**config.mk**
```make
export PLATFORM = sky130hd
export DESIGN_NAME = alarm_match_unit
export DESIGN_NICKNAME = d
export VERILOG_FILES = /design/src/rtl/alarm_pkg.sv /design/src/rtl/alarm_thr_bank.sv /design/src/rtl/alarm_cmp.sv /design/src/rtl/alarm_flag_reg.sv /design/src/rtl/alarm_match_unit.sv
export SDC_FILE = /design/constraint.sdc
export NUM_CORES = 1
export LEC_CHECK = 0
export BUFFER_PORTS_ARGS = -buffer_cell sky130_fd_sc_hd__buf_4
export CAP_MARGIN = 20
export CORE_UTILIZATION = 59
export DETAILED_ROUTE_END_ITERATION = 12
export GPL_TIMING_DRIVEN = 0
export PLACE_DENSITY = 0.86
export SYNTH_ARGS = -nofsm -noshare
export SYNTH_HDL_FRONTEND = slang
export SYNTH_SLANG_ARGS = --single-unit
export TNS_END_PERCENT = 1
```
**constraint.sdc**
```tcl
create_clock -name clk -period 3.8 [get_ports clk]
set_clock_uncertainty 0.1 [all_clocks]
set_input_delay 0 -clock clk [delete_from_list [all_inputs] [get_ports clk]]
set_output_delay 0 -clock clk [all_outputs]
set_load 0.01 [all_outputs]
```
**src/rtl/alarm_pkg.sv**
```systemverilog
package alarm_pkg;
  localparam int FLD_W    = 8;
  localparam int FLD_N    = 7;
  localparam int IDX_W    = 5;
  localparam int IDX_MIN  = 1;
  localparam int IDX_CFG  = 10;
  localparam int IDX_THR0 = 12;

  // power-on value of threshold slot i (seconds first)
  function automatic logic [FLD_W-1:0] thr_por(input int i);
    case (i)
      0: return 8'h7F;
      1: return 8'h7F;
      2: return 8'hBF;
      3: return 8'h3F;
      4: return 8'h1F;
      5: return 8'h07;
      default: return 8'hFF;
    endcase
  endfunction

  // a field passes when it is not selected or equals its threshold
  function automatic logic field_ok(input logic sel,
                                    input logic [FLD_W-1:0] thr,
                                    input logic [FLD_W-1:0] live);
    return !sel || (thr == live);
  endfunction
endpackage

```
**src/rtl/alarm_thr_bank.sv**
```systemverilog
module alarm_thr_bank
  import alarm_pkg::*;
#(
  parameter int DW = FLD_W,
  parameter int NF = FLD_N
) (
  input  logic            clk,
  input  logic            rst_n,
  input  logic            wr_cfg,
  input  logic [NF-1:0]   wr_thr,
  input  logic [DW-1:0]   wdata,
  output logic [NF-1:0]   cfg_q,
  output logic [NF*DW-1:0] thr_q
);
  always_ff @(posedge clk or negedge rst_n) begin
    if (!rst_n)      cfg_q <= '0;
    else if (wr_cfg) cfg_q <= wdata[NF-1:0];
  end

  for (genvar i = 0; i < NF; i++) begin : g_slot
    always_ff @(posedge clk or negedge rst_n) begin
      if (!rst_n)         thr_q[i*DW +: DW] <= DW'(thr_por(i));
      else if (wr_thr[i]) thr_q[i*DW +: DW] <= wdata;
    end
  end
endmodule

```
**src/rtl/alarm_cmp.sv**
```systemverilog
module alarm_cmp
  import alarm_pkg::*;
#(
  parameter int DW = FLD_W,
  parameter int NF = FLD_N
) (
  input  logic [NF-1:0]    cfg,
  input  logic [NF*DW-1:0] thr,
  input  logic [NF*DW-1:0] live,
  input  logic             tick,
  output logic [NF-1:0]    ok_vec,
  output logic             fire
);
  for (genvar i = 0; i < NF; i++) begin : g_fld
    assign ok_vec[i] = field_ok(cfg[i], thr[i*DW +: DW], live[i*DW +: DW]);
  end

  assign fire = tick && (|cfg) && (&ok_vec);
endmodule

```
**src/rtl/alarm_flag_reg.sv**
```systemverilog
module alarm_flag_reg (
  input  logic clk,
  input  logic rst_n,
  input  logic clr,
  input  logic set,
  output logic flag
);
  always_ff @(posedge clk or negedge rst_n) begin
    if (!rst_n)   flag <= 1'b0;
    else if (clr) flag <= 1'b0;
    else if (set) flag <= 1'b1;
  end
endmodule

```
**src/rtl/alarm_match_unit.sv**
```systemverilog
module alarm_match_unit
  import alarm_pkg::*;
#(
  parameter int DW       = FLD_W,
  parameter int NF       = FLD_N,
  parameter int AW       = IDX_W,
  parameter int MIN_IDX  = IDX_MIN,
  parameter int CFG_IDX  = IDX_CFG,
  parameter int THR_BASE = IDX_THR0
) (
  input  logic             clk,
  input  logic             rst_n,
  input  logic             tick_done,
  input  logic [NF*DW-1:0] live_time,
  input  logic             bus_en,
  input  logic             bus_wr,
  input  logic [AW-1:0]    bus_addr,
  input  logic [DW-1:0]    bus_wdata,
  output logic [DW-1:0]    bus_rdata,
  output logic             alarm_flag
);
  localparam int PAD = DW - NF;

  logic             cfg_hit;
  logic [NF-1:0]    thr_hit;
  logic             min_hit;
  logic             clr_evt;
  logic             fire_evt;
  logic [NF-1:0]    ok_vec;
  logic [NF-1:0]    cfg_q;
  logic [NF*DW-1:0] thr_q;

  assign cfg_hit = (bus_addr == AW'(CFG_IDX));
  assign min_hit = (bus_addr == AW'(MIN_IDX));
  for (genvar i = 0; i < NF; i++) begin : g_dec
    assign thr_hit[i] = (bus_addr == AW'(THR_BASE + i));
  end

  assign clr_evt = bus_en && (cfg_hit || (|thr_hit));

  alarm_thr_bank #(.DW(DW), .NF(NF)) u_bank (
    .clk    (clk),
    .rst_n  (rst_n),
    .wr_cfg (bus_en && bus_wr && cfg_hit),
    .wr_thr ({NF{bus_en && bus_wr}} & thr_hit),
    .wdata  (bus_wdata),
    .cfg_q  (cfg_q),
    .thr_q  (thr_q)
  );

  alarm_cmp #(.DW(DW), .NF(NF)) u_cmp (
    .cfg    (cfg_q),
    .thr    (thr_q),
    .live   (live_time),
    .tick   (tick_done),
    .ok_vec (ok_vec),
    .fire   (fire_evt)
  );

  alarm_flag_reg u_flag (
    .clk   (clk),
    .rst_n (rst_n),
    .clr   (clr_evt),
    .set   (fire_evt),
    .flag  (alarm_flag)
  );

  always_comb begin
    bus_rdata = '0;
    if (cfg_hit) bus_rdata = {{PAD{1'b0}}, cfg_q};
    if (min_hit) bus_rdata = {alarm_flag, live_time[DW +: DW-1]};
    for (int i = 0; i < NF; i++) begin
      if (thr_hit[i]) bus_rdata = thr_q[i*DW +: DW];
    end
  end
endmodule

```
# After elaboration in Yosys (flattened, before gate mapping)
# Cells that the tools add are included.
[totals]
in_bits = 74
register_bits = 64
out_inout_bits = 9
[classes]
bitwise = 1
eq_ne = 16
reduce_logical = 24
n_mux = 11
[op_table]
columns = ["op", "count"]
rows = [
  ["two-way mux 8 bit", 8],
  ["== test 8 bit", 7],
  ["== test 5 x 4 -> 1 bit (second input constant)", 5],
  ["== test 5 bit (second input constant)", 3],
  ["OR reduction 7 bit", 2],
  ["logical OR 1 bit", 8],
  ["AND 7 bit", 1],
  ["logical NOT 1 bit", 7],
  ["two-way mux 7 bit", 1],
  ["AND reduction 7 bit", 1],
  ["== test 5 x 1 -> 1 bit (second input constant)", 1],
  ["logical AND 1 bit", 5],
  ["two-way mux 1 bit", 2],
  ["nonzero test 2 bit", 1],
]

# Longest topological paths before layout
# Gate-level depths: netlist of run 1.
[logic_depth]
word_depth = 10
ltp_mapped = 8

# Cells and area by module
# From an unflattened synthesis of run 1, not the netlist that was laid out.
[unflattened]
hier_cells = 365
area_unflattened_um2 = 4332.9
[modules_own_cells]
columns = ["mod", "instances", "cells_each", "area_each_um2", "seq_area_each_um2"]
rows = [
  ["alarm_thr_bank", 1, 134, 2666.3, 1630.3],
  ["alarm_match_unit", 1, 145, 963.4, 0.0],
  ["alarm_cmp", 1, 84, 668.1, 0.0],
  ["alarm_flag_reg", 1, 2, 35.0, 25.0],
]

# Worst setup path before layout of run 1
# Ideal clock, no wire load.
[synth_path]
kind = "in2reg"
from = "in bus_addr[0]"
to = "reg u_bank.cfg_q[0]"
path_slack_ns = 2.256
stages = 6
t_required_ns = 3.575
setup_time_ns = 0.125
arrival_time_ns = 1.319
path_cell_list = "buf_2 -> nand2b_1 -> nor3_2 -> and2_1 -> buf_2 -> mux2_2"
[synth_via]
elab_chain_len = 2
[synth_lines]
columns = ["item", "line", "text"]
rows = [
  ["start, declared", "alarm_match_unit.sv:17", "input logic [AW-1:0] bus_addr,"],
  ["== test 5 x 4 -> 1 bit", "alarm_match_unit.sv:33", "assign cfg_hit = (bus_addr == AW'(CFG_IDX));"],
  ["logical AND 1 bit", "alarm_match_unit.sv:44", ".wr_cfg (bus_en && bus_wr && cfg_hit),"],
  ["end signal, assigned", "alarm_thr_bank.sv:17", "else if (wr_cfg) cfg_q <= wdata[NF-1:0];"],
  ["end, declared", "alarm_thr_bank.sv:12", "output logic [NF-1:0] cfg_q,"],
]
# No other way between the ends.
# A chain may end at the register's enable or synchronous reset.

# Worst setup path in the final report of run 1
[layout_path]
from = "reg u_bank.thr_q[3]"
to = "reg u_flag.flag"
[layout_via]
elab_chain_len = 5
[layout_lines]
columns = ["item", "line", "text"]
rows = [
  ["start, declared", "alarm_thr_bank.sv:13", "output logic [NF*DW-1:0] thr_q"],
  ["start signal, assigned by index", "alarm_thr_bank.sv:22", "if (!rst_n) thr_q[i*DW +: DW] <= DW'(thr_por(i));"],
  ["start signal, assigned by index", "alarm_thr_bank.sv:23", "else if (wr_thr[i]) thr_q[i*DW +: DW] <= wdata;"],
  ["== test 8 bit", "alarm_pkg.sv:26", "return !sel || (thr == live);"],
  ["logical OR 1 bit", "alarm_pkg.sv:26", ""],
  ["AND reduction 7 bit", "alarm_cmp.sv:18", "assign fire = tick && (|cfg) && (&ok_vec);"],
  ["logical AND 1 bit", "alarm_cmp.sv:18", ""],
  ["nonzero test 2 bit (no source line)", "-", ""],
  ["end signal, assigned", "alarm_flag_reg.sv:9", "if (!rst_n) flag <= 1'b0;"],
  ["end signal, assigned", "alarm_flag_reg.sv:10", "else if (clr) flag <= 1'b0;"],
  ["end signal, assigned", "alarm_flag_reg.sv:11", "else if (set) flag <= 1'b1;"],
  ["end, declared", "alarm_flag_reg.sv:6", "output logic flag"],
]
# No other way between the ends.

==> key figures, run 1 <==
Power
  • Power Dens Cells: 398 mW/mm²
  • Leak: 2.02 nW
  • VDD IR-drop max: 324 µV

Synth
  • Synth Instances: 344
  • Synthesis-stage register bit count: 64
  • Prevailing post-synth register cell: dfstp_2
  • Leading area contributor after synthesis: dfstp_2
  • Netlist cell types: 49
  • Mean Syn Cell Area: 11.2 µm²
  • Synthesized area: 0.00384 mm²
  • Synth top area share: 29.4%
  • FFs w/ async S/R, synth: 100%
  • Most common cell in the synthesized netlist: mux2_2
  • Sequential share of the synthesized area: 43.1%
  • Ranking of synthesized cells by area: dfstp_2, mux2_2, dfrtp_1
  • Post-synth EDFFs: 0
  • Syn Nets: 418
  • Synth cell count leaders: mux2_2, xnor2_1, dfstp_2
  • Ys Warns: 0

Placed design
  • DP Cell Count: 503
  • Post-DP HPWL: 8080 µm
  • Post-DP Area: 0.00456 mm²
  • Routability cong.: 0.907
  • I/O Buffers: 82

Global route
  • First-pass GRT wire length: 16,300 µm
  • Largest net degree at the start of global routing: 65
  • Initial antenna violation count: 0
  • Vias in the first global route: 3,153
  • GR Overflow Total: 0
  • Aggregate global-route resource usage: 34.7%

Finish
  • N_diodes: 0
  • Nets: 522
  • Final core occ: 76.9%
  • Syn-to-layout area delta: 26.3%
  • Fillers: 430
  • Fin area: 0.00485 mm²
  • Layout cells sized above 1: 49.9%
  • Layout Cells excl Fill: 530

Floorplanning
  • Core area: 0.00631 mm²
  • Die extent in x: 82.7 µm
  • Initial Util: 60.9%
  • Die Area: 0.00684 mm²
  • Placement Rows: 29
  • IO Count: 83
  • Vert. Die Dim: 82.7 µm

Outcome
  • Outcome: completed

Flow run
  • Maxcap violations: 0

STA
  • RSZ-0062 raised after global routing: false
  • Hold slack: 0.198 ns
  • FMAX: 424 MHz
  • Final Slew Violations: 0
  • Final Hold Viols: 0
  • Least-Margin Pin Slew: 1.01 ns
  • Final period util: 62.0%
  • Slew headroom: 32.0%
  • Fin crit period: 2.36 ns
  • Setup Viol. Count Final: 0
  • TNS Setup: 0 ns

CTS
  • Clock root buffer: clkbuf_8
  • Sink Count: 64
  • TritonCTS buffer count: 9
  • Setup bufs post-CTS: 0
  • CTS tree: done
  • Clk buf depth: 2
  • Clk pin slew, worst setup/hold paths: 0.07 ns
  • Skew-Pair Late Insertion Delay: 0.35 ns
  • # H-tree levels: 3
  • Post-cts sizing count: 0

Worst setup path
  • CP Capture Type: flop
  • Crit path kind: flop to flop
  • CP Launch Type: flop
  • Critical Path AT: 2.54 ns
  • Worst-path fanout max: 3
  • WP data required: 3.98 ns

Routing
  • WL final: 11,200 µm
  • Drt wl/cell: 21.2 µm
  • DRC: 0
  • Drt pass-1 iters: 5
  • DRT antenna net count: 0
  • Vias per Instance: 6.29
  • Initial DRC count: 302
  • Routed vias: 3,334

Min path
  • Min-delay worst type: primary input to async pin
cell usage in the layout, fill, tap and decap left out, types with 10 or more instances in the layout:
| master | n |
|---|---|
| buf_4 | 85 |
| mux2_2 | 65 |
| nand2_1 | 19 |
| dfrtp_1 | 21 |
| xnor2_1 | 48 |
| dlygate4sd3_1 | 11 |
| nand4_1 | 14 |
| dfstp_2 | 43 |
| a21oi_1 | 17 |
| o21ai_0 | 17 |
| nor2_1 | 10 |
registers in the layout, summed over array words and instances, names as in the netlist:
register	count
u_bank.cfg_q	7
u_bank.thr_q	56
u_flag.flag	1
kinds of logic after synthesis:
group | share of synthesized area [%]
AO/OA/AOI/OAI | 10.5
XOR/XNOR | 12.8
buffers and inverters | 1.85
flip-flops | 43.1
multiplexers | 20.3
AND/OR/NAND/NOR | 11.5
area by class of cell:
cell class	instances	area (µm²)	area share, %
sequential	64	1660	34.1
timing repair buffer	93	726	14.9
clock buffer	10	128	2.63
inverter	2	7.51	0.155
buffer	12	63.8	1.31
tap	77	96.3	1.98
multi-input combinational	266	2120	43.6
clock inverter	6	60.1	1.24
per-layer routing:
layer  routed length [µm]  vias up  global-route usage [%]
li1                     -     1472                       -
met1                 4450     1621                    43.8
met2                 5320      201                    55.2
met3                 1020       40                    7.25
met4                  460        0                    19.3
met5                    0        -                       0
through the flow:
step	worst slack (ns)	total power [mW]
final	1.44	1.93
after floorplan	2.26	1.15
after global placement	1.81	1.33
after global routing	1.42	2.01
after detailed placement	1.80	1.35
after CTS	1.52	1.93
final timing paths:
check / from / end / slack [ns] / cells past startpoint
max reg2reg: u_bank.thr_q[3] / u_flag.flag / 1.44 / 7
max in group asynchronous: rst_n / u_bank.thr_q[44] / 2.89 / 2
min in group clk: bus_addr[2] / u_bank.thr_q[45] / 0.30 / 5
min: rst_n / u_flag.flag / 0.20 / 2
min reg2reg: u_bank.thr_q[45] / u_bank.thr_q[45] / 0.46 / 1
max: u_bank.thr_q[3] / u_flag.flag / 1.44 / 7
critical path, stage by stage, from the launching register on:
cell,delay (ns)
dfstp_2,0.58
xnor2_1,0.14
nand4_1,0.13
o21ai_0,0.35
nand3_1,0.12
nor3_1,0.20
o21a_1,0.13
dlygate4sd3_1,0.55
report_power, final:
| group | leakage [nW] | switching, mW | total [mW] | internal, mW |
|---|---|---|---|---|
| clock | 0.0920 | 0.274 | 0.573 | 0.299 |
| combinational | 1.20 | 0.184 | 0.429 | 0.245 |
| sequential | 0.722 | 0.107 | 0.931 | 0.824 |
what timing repair did:
action                     CTS  global route
hold buffers                11             0
setup endpoints to repair    0             0
hold endpoints to repair    85             0
(Power assumes the default switching activity.)
==> run 2, diff against run 1 <==
--- a/config.mk
+++ b/config.mk
@@ -5,12 +5,13 @@
 export SDC_FILE = /design/constraint.sdc
 export NUM_CORES = 1
 export LEC_CHECK = 0
+export ABC_AREA = 1
 export BUFFER_PORTS_ARGS = -buffer_cell sky130_fd_sc_hd__buf_4
 export CAP_MARGIN = 20
-export CORE_UTILIZATION = 59
+export CORE_UTILIZATION = 50
 export DETAILED_ROUTE_END_ITERATION = 12
 export GPL_TIMING_DRIVEN = 0
-export PLACE_DENSITY = 0.86
+export PLACE_DENSITY = 0.77
 export SYNTH_ARGS = -nofsm -noshare
 export SYNTH_HDL_FRONTEND = slang
 export SYNTH_SLANG_ARGS = --single-unit
==> constraint.sdc (replaced) <==
create_clock -name clk -period 1.94 [get_ports clk]
set_clock_uncertainty 0.1 [all_clocks]
set_input_delay 0 -clock clk [delete_from_list [all_inputs] [get_ports clk]]
set_output_delay 0 -clock clk [all_outputs]
set_load 0.01 [all_outputs]
==> key figures, run 2 <==
Finish
  • Largest register FFs: 56 (unchanged)
  • Regs by FF count: u_bank.thr_q (56), u_bank.cfg_q (7), u_flag.flag (1) (unchanged)
  • Nets: 694 (was 522)
  • Fin area: 0.00493 mm² (was 0.00485 mm²)
  • Layout cells sized above 1: 29.6% (was 49.9%)
  • Most common cell after layout, fill and taps aside: nand2_1 (was buf_4)
  • Fillers: 712 (was 430)
  • Syn-to-layout area delta: 24.6% (was 26.3%)
  • Most frequent cells in the layout: nand2_1, buf_4, o21ai_0, inv_1, xnor2_1 (was buf_4, mux2_2, xnor2_1, dfstp_2, dfrtp_1)
  • N_diodes: 0 (unchanged)
  • Biggest register: u_bank.thr_q (unchanged)
  • Layout Cells excl Fill: 727 (was 530)

CTS
  • Setup bufs post-CTS: 0 (unchanged)
  • Post-cts sizing count: 0 (unchanged)
  • Clock root buffer: clkbuf_8 (unchanged)
  • # H-tree levels: 3 (unchanged)
  • Sink Count: 64 (unchanged)
  • Clk buf depth: 2 (unchanged)
  • Clk pin slew, worst setup/hold paths: 0.07 ns (about the same)
  • Skew-Pair Late Insertion Delay: 0.34 ns (was 0.35 ns)
  • Hold buffers post-CTS: 5 (was 11)
  • TritonCTS buffer count: 9 (unchanged)
  • CTS tree: done (unchanged)

STA
  • Setup Viol. Count Final: 0 (unchanged)
  • Fin crit period: 1.70 ns
  • Fin worst setup slack: 0.245 ns (was 1.44 ns)
  • TNS Setup: 0 ns (unchanged)
  • RSZ-0062 raised after global routing: false (unchanged)
  • FMAX: 590 MHz
  • Final Hold Viols: 0 (unchanged)
  • Least-Margin Pin Slew: 0.807 ns (was 1.01 ns)
  • Final Slew Violations: 0 (unchanged)
  • Final period util: 87.4%
  • Slew headroom: 46.2% (was 32.0%)

Placed design
  • Routability cong.: 0.873 (was 0.907)
  • Placement Setup Slack: 0.395 ns (was 1.80 ns)
  • I/O Buffers: 82 (unchanged)
  • DP Cell Count: 706 (was 503)
  • Post-DP Area: 0.00470 mm² (was 0.00456 mm²)
  • Post-DP HPWL: 8470 µm (was 8080 µm)

Routing
  • Initial DRC count: 245 (was 302)
  • DRT antenna net count: 0 (unchanged)
  • DRC: 0 (unchanged)
  • Drt wl/cell: 15.8 µm (was 21.2 µm)
  • WL final: 11,500 µm (was 11,200 µm)
  • Vias per Instance: 5.26 (was 6.29)
  • Drt pass-1 iters: 5 (unchanged)
  • Routed vias: 3,827 (was 3,334)

Power
  • Final Power: 3.70 mW (was 1.93 mW)
  • Power Dens Cells: 751 mW/mm² (was 398 mW/mm²)
  • VDD IR-drop max: 470 µV (was 324 µV)
  • Leak: 2.24 nW (was 2.02 nW)

Synth
  • Most common cell in the synthesized netlist: nand2_1 (was mux2_2)
  • Leading area contributor after synthesis: dfstp_2 (unchanged)
  • Synth Area in Simple Gates: 30.6% (was 11.5%)
  • Syn Nets: 596 (was 418)
  • Post-synthesis compound-gate area fraction: 11.2% (was 10.5%)
  • Synth Instances: 522 (was 344)
  • Synth cell count leaders: nand2_1, o21ai_0, inv_1, xnor2_1, dfstp_2 (was mux2_2, xnor2_1, dfstp_2)
  • Prevailing post-synth register cell: dfstp_2 (unchanged)
  • Synth top area share: 28.6% (was 29.4%)
  • Synth Area in XOR/XNOR: 9.74% (was 12.8%)
  • Synthesized area: 0.00396 mm² (was 0.00384 mm²)
  • Ranking of synthesized cells by area: dfstp_2, nand2_1, dfrtp_1 (was dfstp_2, mux2_2, dfrtp_1)
  • Main combinational cell family by area after synthesis: simple AND/OR/NAND/NOR gates (was multiplexers)
  • Mux cell area share after synthesis: 0% (was 20.3%)
  • Ys Warns: 0 (unchanged)
  • Synth Area in Adders: 0% (unchanged)
  • Mean Syn Cell Area: 7.58 µm² (was 11.2 µm²)
  • Synthesis-stage register bit count: 64 (unchanged)
  • Post-synth EDFFs: 0 (unchanged)
  • Netlist cell types: 34 (was 49)
  • Sequential share of the synthesized area: 41.9% (was 43.1%)
  • FFs w/ async S/R, synth: 100% (unchanged)

Worst setup path
  • WP data required: 1.84 ns (was 3.98 ns)
  • Critical Path AT: 1.60 ns (was 2.54 ns)
  • R2R depth: 9 (was 7)
  • Worst-path fanout max: 3 (unchanged)
  • Crit path kind: flop to primary output (was flop to flop)
  • CP Launch Type: flop (unchanged)
  • Worst R2R Setup Slack: 0.34 ns (was 1.44 ns)
  • Worst setup path startpoint: u_bank.thr_q[1] (was u_bank.thr_q[3])
  • CP Capture Type: primary output (was flop)
  • Worst r2r src: u_bank.thr_q[29] (was u_bank.thr_q[3])

Global route
  • Vias in the first global route: 3,705 (was 3,153)
  • Initial antenna violation count: 0 (unchanged)
  • Largest net degree at the start of global routing: 65 (unchanged)
  • First-pass GRT wire length: 18,000 µm (was 16,300 µm)
  • Aggregate global-route resource usage: 28.6% (was 34.7%)
  • GR Overflow Total: 0 (unchanged)

Floorplanning
  • Vert. Die Dim: 90.9 µm (was 82.7 µm)
  • Core area: 0.00769 mm² (was 0.00631 mm²)
  • Die extent in x: 90.9 µm (was 82.7 µm)
  • Die Area: 0.00827 mm² (was 0.00684 mm²)
  • Placement Rows: 32 (was 29)
  • IO Count: 83 (unchanged)
  • Initial Util: 51.4% (was 60.9%)

Min path
  • Hold Path Stages: 3
  • Min-delay worst type: primary input to flop (was primary input to async pin)
  • Hold_sp: bus_wdata[5]

Outcome
  • Outcome: completed (unchanged)

Flow run
  • Maxcap violations: 0 (unchanged)
-- run 2: worst paths after layout --
kind                                    end
hold / removal             u_bank.thr_q[29]
setup / recovery               bus_rdata[1]
hold reg to reg            u_bank.thr_q[12]
setup reg to reg                u_flag.flag
max in group asynchronous  u_bank.thr_q[37]
min in group asynchronous  u_bank.thr_q[15]
-- run 2: stage by stage --
stage | hold WS (ns) | utilization, %
floorplan | -0.396 | -
global placement | 0.0240 | 61.1
detailed placement | 0.0371 | 61.1
CTS | 0.0155 | 64.1
global route | 0.0307 | 64.1
finish | 0.0347 | 64.1
-- run 2: cell type report --
cell class / instances / area (µm²) / share of cell area [%]
timing repair buffer: 87 / 666 / 13.5
inverter: 50 / 190 / 3.86
buffer: 9 / 72.6 / 1.47
clock inverter: 4 / 45.0 / 0.914
clock buffer: 12 / 135 / 2.74
multi-input combinational: 399 / 2040 / 41.3
tap: 102 / 128 / 2.59
sequential: 64 / 1660 / 33.6
-- run 2: kinds of logic after synthesis --
kind of cell           count (synthesis)
AO/OA/AOI/OAI                         79
XOR/XNOR                              44
buffers and inverters                 59
flip-flops                            64
AND/OR/NAND/NOR                      276
-- run 2: where the power goes --
group          internal (mW)  switching [mW]
sequential              1.61           0.202
clock                  0.589           0.516
combinational          0.390           0.394
total                   2.59            1.11
-- run 2: worst max-delay path, cell delays in order (launching register included) --
cell,delay (ns)
dfstp_2,0.54
inv_1,0.05
nor2_1,0.15
nor2_1,0.09
nand3_1,0.09
o21ai_0,0.08
nand2_1,0.12
buf_4,0.13
-- run 2: metal layers --
layer	vias up	GRT usage [%]	routed length (µm)
li1	1847	-	-
met3	36	4.44	856
met1	1770	36.3	4670
met5	-	0	0
met4	0	14.8	433
met2	174	47.3	5500
==> run 3, diff against run 2 <==
--- a/config.mk
+++ b/config.mk
@@ -5,7 +5,6 @@
 export SDC_FILE = /design/constraint.sdc
 export NUM_CORES = 1
 export LEC_CHECK = 0
-export ABC_AREA = 1
 export BUFFER_PORTS_ARGS = -buffer_cell sky130_fd_sc_hd__buf_4
 export CAP_MARGIN = 20
 export CORE_UTILIZATION = 50
==> key figures, run 3 (same netlist as run 1, synthesis figures left out) <==
Outcome
  • Outcome: finished, violations left (was completed)
  • Failing checks: negative setup slack

Power
  • VDD IR-drop max: 490 µV (was 470 µV)
  • Clk pwr share: 31.0% (was 29.9%)
  • Net Sw Frac: 27.8% (was 30.1%)
  • Int Pwr: 2.80 mW (was 2.59 mW)
  • Final Power: 3.88 mW (was 3.70 mW)
  • Leak: 2.05 nW (was 2.24 nW)
  • P_sw: 1.08 mW (was 1.11 mW)
  • Power Dens Cells: 786 mW/mm² (was 751 mW/mm²)
  • Reg power frac: 46.8% (was 48.9%)
  • Comb power frac: 22.2% (was 21.2%)

Worst setup path
  • CP Capture Type: primary output (unchanged)
  • Critical Path AT: 1.89 ns (was 1.60 ns)
  • WP data required: 1.84 ns (about the same)
  • WP buf/inv: 1 (was 2)
  • Crit path kind: flop to primary output (unchanged)
  • CP Cell Sequence: or4b_4, a21oi_2, o21ai_1, o221ai_2, a22o_1, buf_4 (was inv_1, nor2_1, nor2_1, nand3_1, o21ai_0, nand2_1, buf_4)
  • Max incr delay on CP: 0.48 ns (was 0.54 ns)
  • Top delay family on crit path: compound AO/OA/AOI/OAI gates (was flip-flops)
  • Slowest stage cell, crit path: or4b_4 (was dfstp_2)
  • CP Launch Type: flop (unchanged)
  • Worst-path fanout max: 2 (was 3)

Placed design
  • Routability cong.: 0.930 (was 0.873)
  • I/O Buffers: 82 (unchanged)
  • Post-DP HPWL: 8170 µm (was 8470 µm)
  • Post-DP Area: 0.00458 mm² (was 0.00470 mm²)
  • DP Cell Count: 525 (was 706)

STA
  • Fin worst setup slack: -0.0461 ns (was 0.245 ns)
  • Final Hold Viols: 0 (unchanged)
  • Slew headroom: 46.5% (was 46.2%)
  • Final period util: 102% (was 87.4%)
  • Least-Margin Pin Slew: 0.802 ns (was 0.807 ns)
  • Fin crit period: 1.99 ns (was 1.70 ns)
  • Setup Viol. Count Final: 2 (was 0)
  • RSZ-0062 raised after global routing: true (was false)
  • FMAX: 504 MHz (was 590 MHz)
  • Final Slew Violations: 0 (unchanged)

Routing
  • WL final: 11,300 µm (was 11,500 µm)
  • Routed vias: 3,256 (was 3,827)
  • Initial DRC count: 181 (was 245)
  • Vias per Instance: 5.88 (was 5.26)
  • Drt pass-1 iters: 5 (unchanged)
  • DRC: 0 (unchanged)
  • Drt wl/cell: 20.4 µm (was 15.8 µm)
  • DRT antenna net count: 0 (unchanged)

Global route
  • First-pass GRT wire length: 17,000 µm (was 18,000 µm)
  • GR Overflow Total: 0 (unchanged)
  • Vias in the first global route: 3,178 (was 3,705)
  • Largest net degree at the start of global routing: 65 (unchanged)
  • Aggregate global-route resource usage: 30.4% (was 28.6%)
  • Initial antenna violation count: 0 (unchanged)

CTS
  • Clock root buffer: clkbuf_8 (unchanged)
  • Skew-Pair Late Insertion Delay: 0.35 ns (was 0.34 ns)
  • Sink Count: 64 (unchanged)
  • # H-tree levels: 3 (unchanged)
  • Clk pin slew, worst setup/hold paths: 0.06 ns (was 0.07 ns)
  • Clk buf depth: 2 (unchanged)
  • TritonCTS buffer count: 9 (unchanged)
  • CTS tree: done (unchanged)

Finish
  • Largest register FFs: 56 (unchanged)
  • Most frequent cells in the layout: buf_4, mux2_2, xnor2_1, dfstp_2, dfrtp_1 (was nand2_1, buf_4, o21ai_0, inv_1, xnor2_1)
  • Syn-to-layout area delta: 28.5% (was 24.6%)
  • Fillers: 586 (was 712)
  • Biggest register: u_bank.thr_q (unchanged)
  • Regs by FF count: u_bank.thr_q (56), u_bank.cfg_q (7), u_flag.flag (1) (unchanged)
  • N_diodes: 0 (unchanged)
  • Nets: 524 (was 694)
  • Layout cells sized above 1: 51.2% (was 29.6%)
  • Final core occ: 67.4% (was 64.1%)
  • Layout Cells excl Fill: 554 (was 727)
  • Fin area: 0.00494 mm² (was 0.00493 mm²)
  • Most common cell after layout, fill and taps aside: buf_4 (was nand2_1)

Floorplanning
  • Initial Util: 52.4% (was 51.4%)
  • Die Area: 0.00804 mm² (was 0.00827 mm²)
  • Placement Rows: 31 (was 32)
  • Die extent in x: 89.7 µm (was 90.9 µm)
  • Core area: 0.00733 mm² (was 0.00769 mm²)
  • IO Count: 83 (unchanged)
  • Vert. Die Dim: 89.7 µm (was 90.9 µm)

Min path
  • Min-delay worst type: primary input to flop (unchanged)

Flow run
  • Maxcap violations: 0 (unchanged)
==> run 3: cell types whose count changed in the layout (fill, tap and decap cells not counted), moves of 6 or more <==
cell	previous run	this run
nand2_1	204	19
mux2_2	0	65
inv_1	44	2
o21ai_0	52	15
nor2_1	25	10
a21oi_1	6	15
nand2_2	10	2
o21ai_2	8	0
xor2_1	0	8
a22oi_1	0	7
o211ai_1	0	7
dlygate4sd3_1	5	11
==> run 3: worst paths after layout <==
check / from / end / slack, ns / cells after the start
min in group asynchronous: rst_n / u_bank.thr_q[15] / 0.18 / 2
max in group asynchronous: rst_n / u_bank.thr_q[22] / 1.02 / 2
min reg2reg: u_bank.thr_q[15] / u_bank.thr_q[15] / 0.46 / 1
min: live_time[43] / u_flag.flag / 0.17 / 7
max reg2reg: u_bank.thr_q[4] / u_flag.flag / 0.18 / 6
max: u_flag.flag / bus_rdata[7] / -0.05 / 6
==> run 3: layout make-up <==
type | instances | area (µm²) | share of cell area [%]
inverter | 2 | 7.51 | 0.152
timing repair buffer | 95 | 741 | 15.0
clock buffer | 13 | 169 | 3.42
buffer | 12 | 63.8 | 1.29
sequential | 64 | 1660 | 33.5
tap | 99 | 124 | 2.51
clock inverter | 3 | 40.0 | 0.810
multi-input combinational | 266 | 2140 | 43.3
==> run 3: power by group through the flow <==
| stage | Clock, mW | Combinational (mW) | Sequential, mW |
|---|---|---|---|
| 5_1_grt | 1.28 | 0.932 | 1.84 |
| 6_report | 1.20 | 0.861 | 1.82 |
| 3_3_place_gp | 0 | 0.781 | 1.83 |
| 4_1_cts | 1.22 | 0.841 | 1.81 |
| 3_5_place_dp | 0 | 0.798 | 1.84 |
| 2_1_floorplan | 0 | 0.495 | 1.76 |
==> run 3: tightest hold or removal path, delay by kind of cell <==
kind	cells	cell delay, ns
AO/OA/AOI/OAI	2	0.24
AND/OR/NAND/NOR	3	0.21
buffers and inverters	1	0.08
XOR/XNOR	1	0.05
==> run 3: through the flow <==
stage	worst slack, ns	setup TNS (ns)	hold slack [ns]
global route	-0.0771	-0.199	0.211
floorplan	0.396	0	-0.396
finish	-0.0461	-0.0547	0.174
global placement	-0.0723	-0.248	0.0361
detailed placement	-0.0412	-0.0526	0.0391
CTS	-0.0488	-0.0488	0.154
==> run 3: repair_timing <==
item,4_1_cts,5_1_grt
hold endpoints to repair,85,0
hold buffers,11,0
buffers inserted,1,1
resized for setup,3,4
pin swaps,5,3
setup endpoints to repair,5,4
==> run 3: routing by layer <==
layer	part of all wire, %	track usage, %	up-vias
li1	-	-	1470
met2	46	47.7	176
met4	3.5	14.0	0
met3	7.1	6.03	28
met1	43	40.8	1582
met5	0	0	-
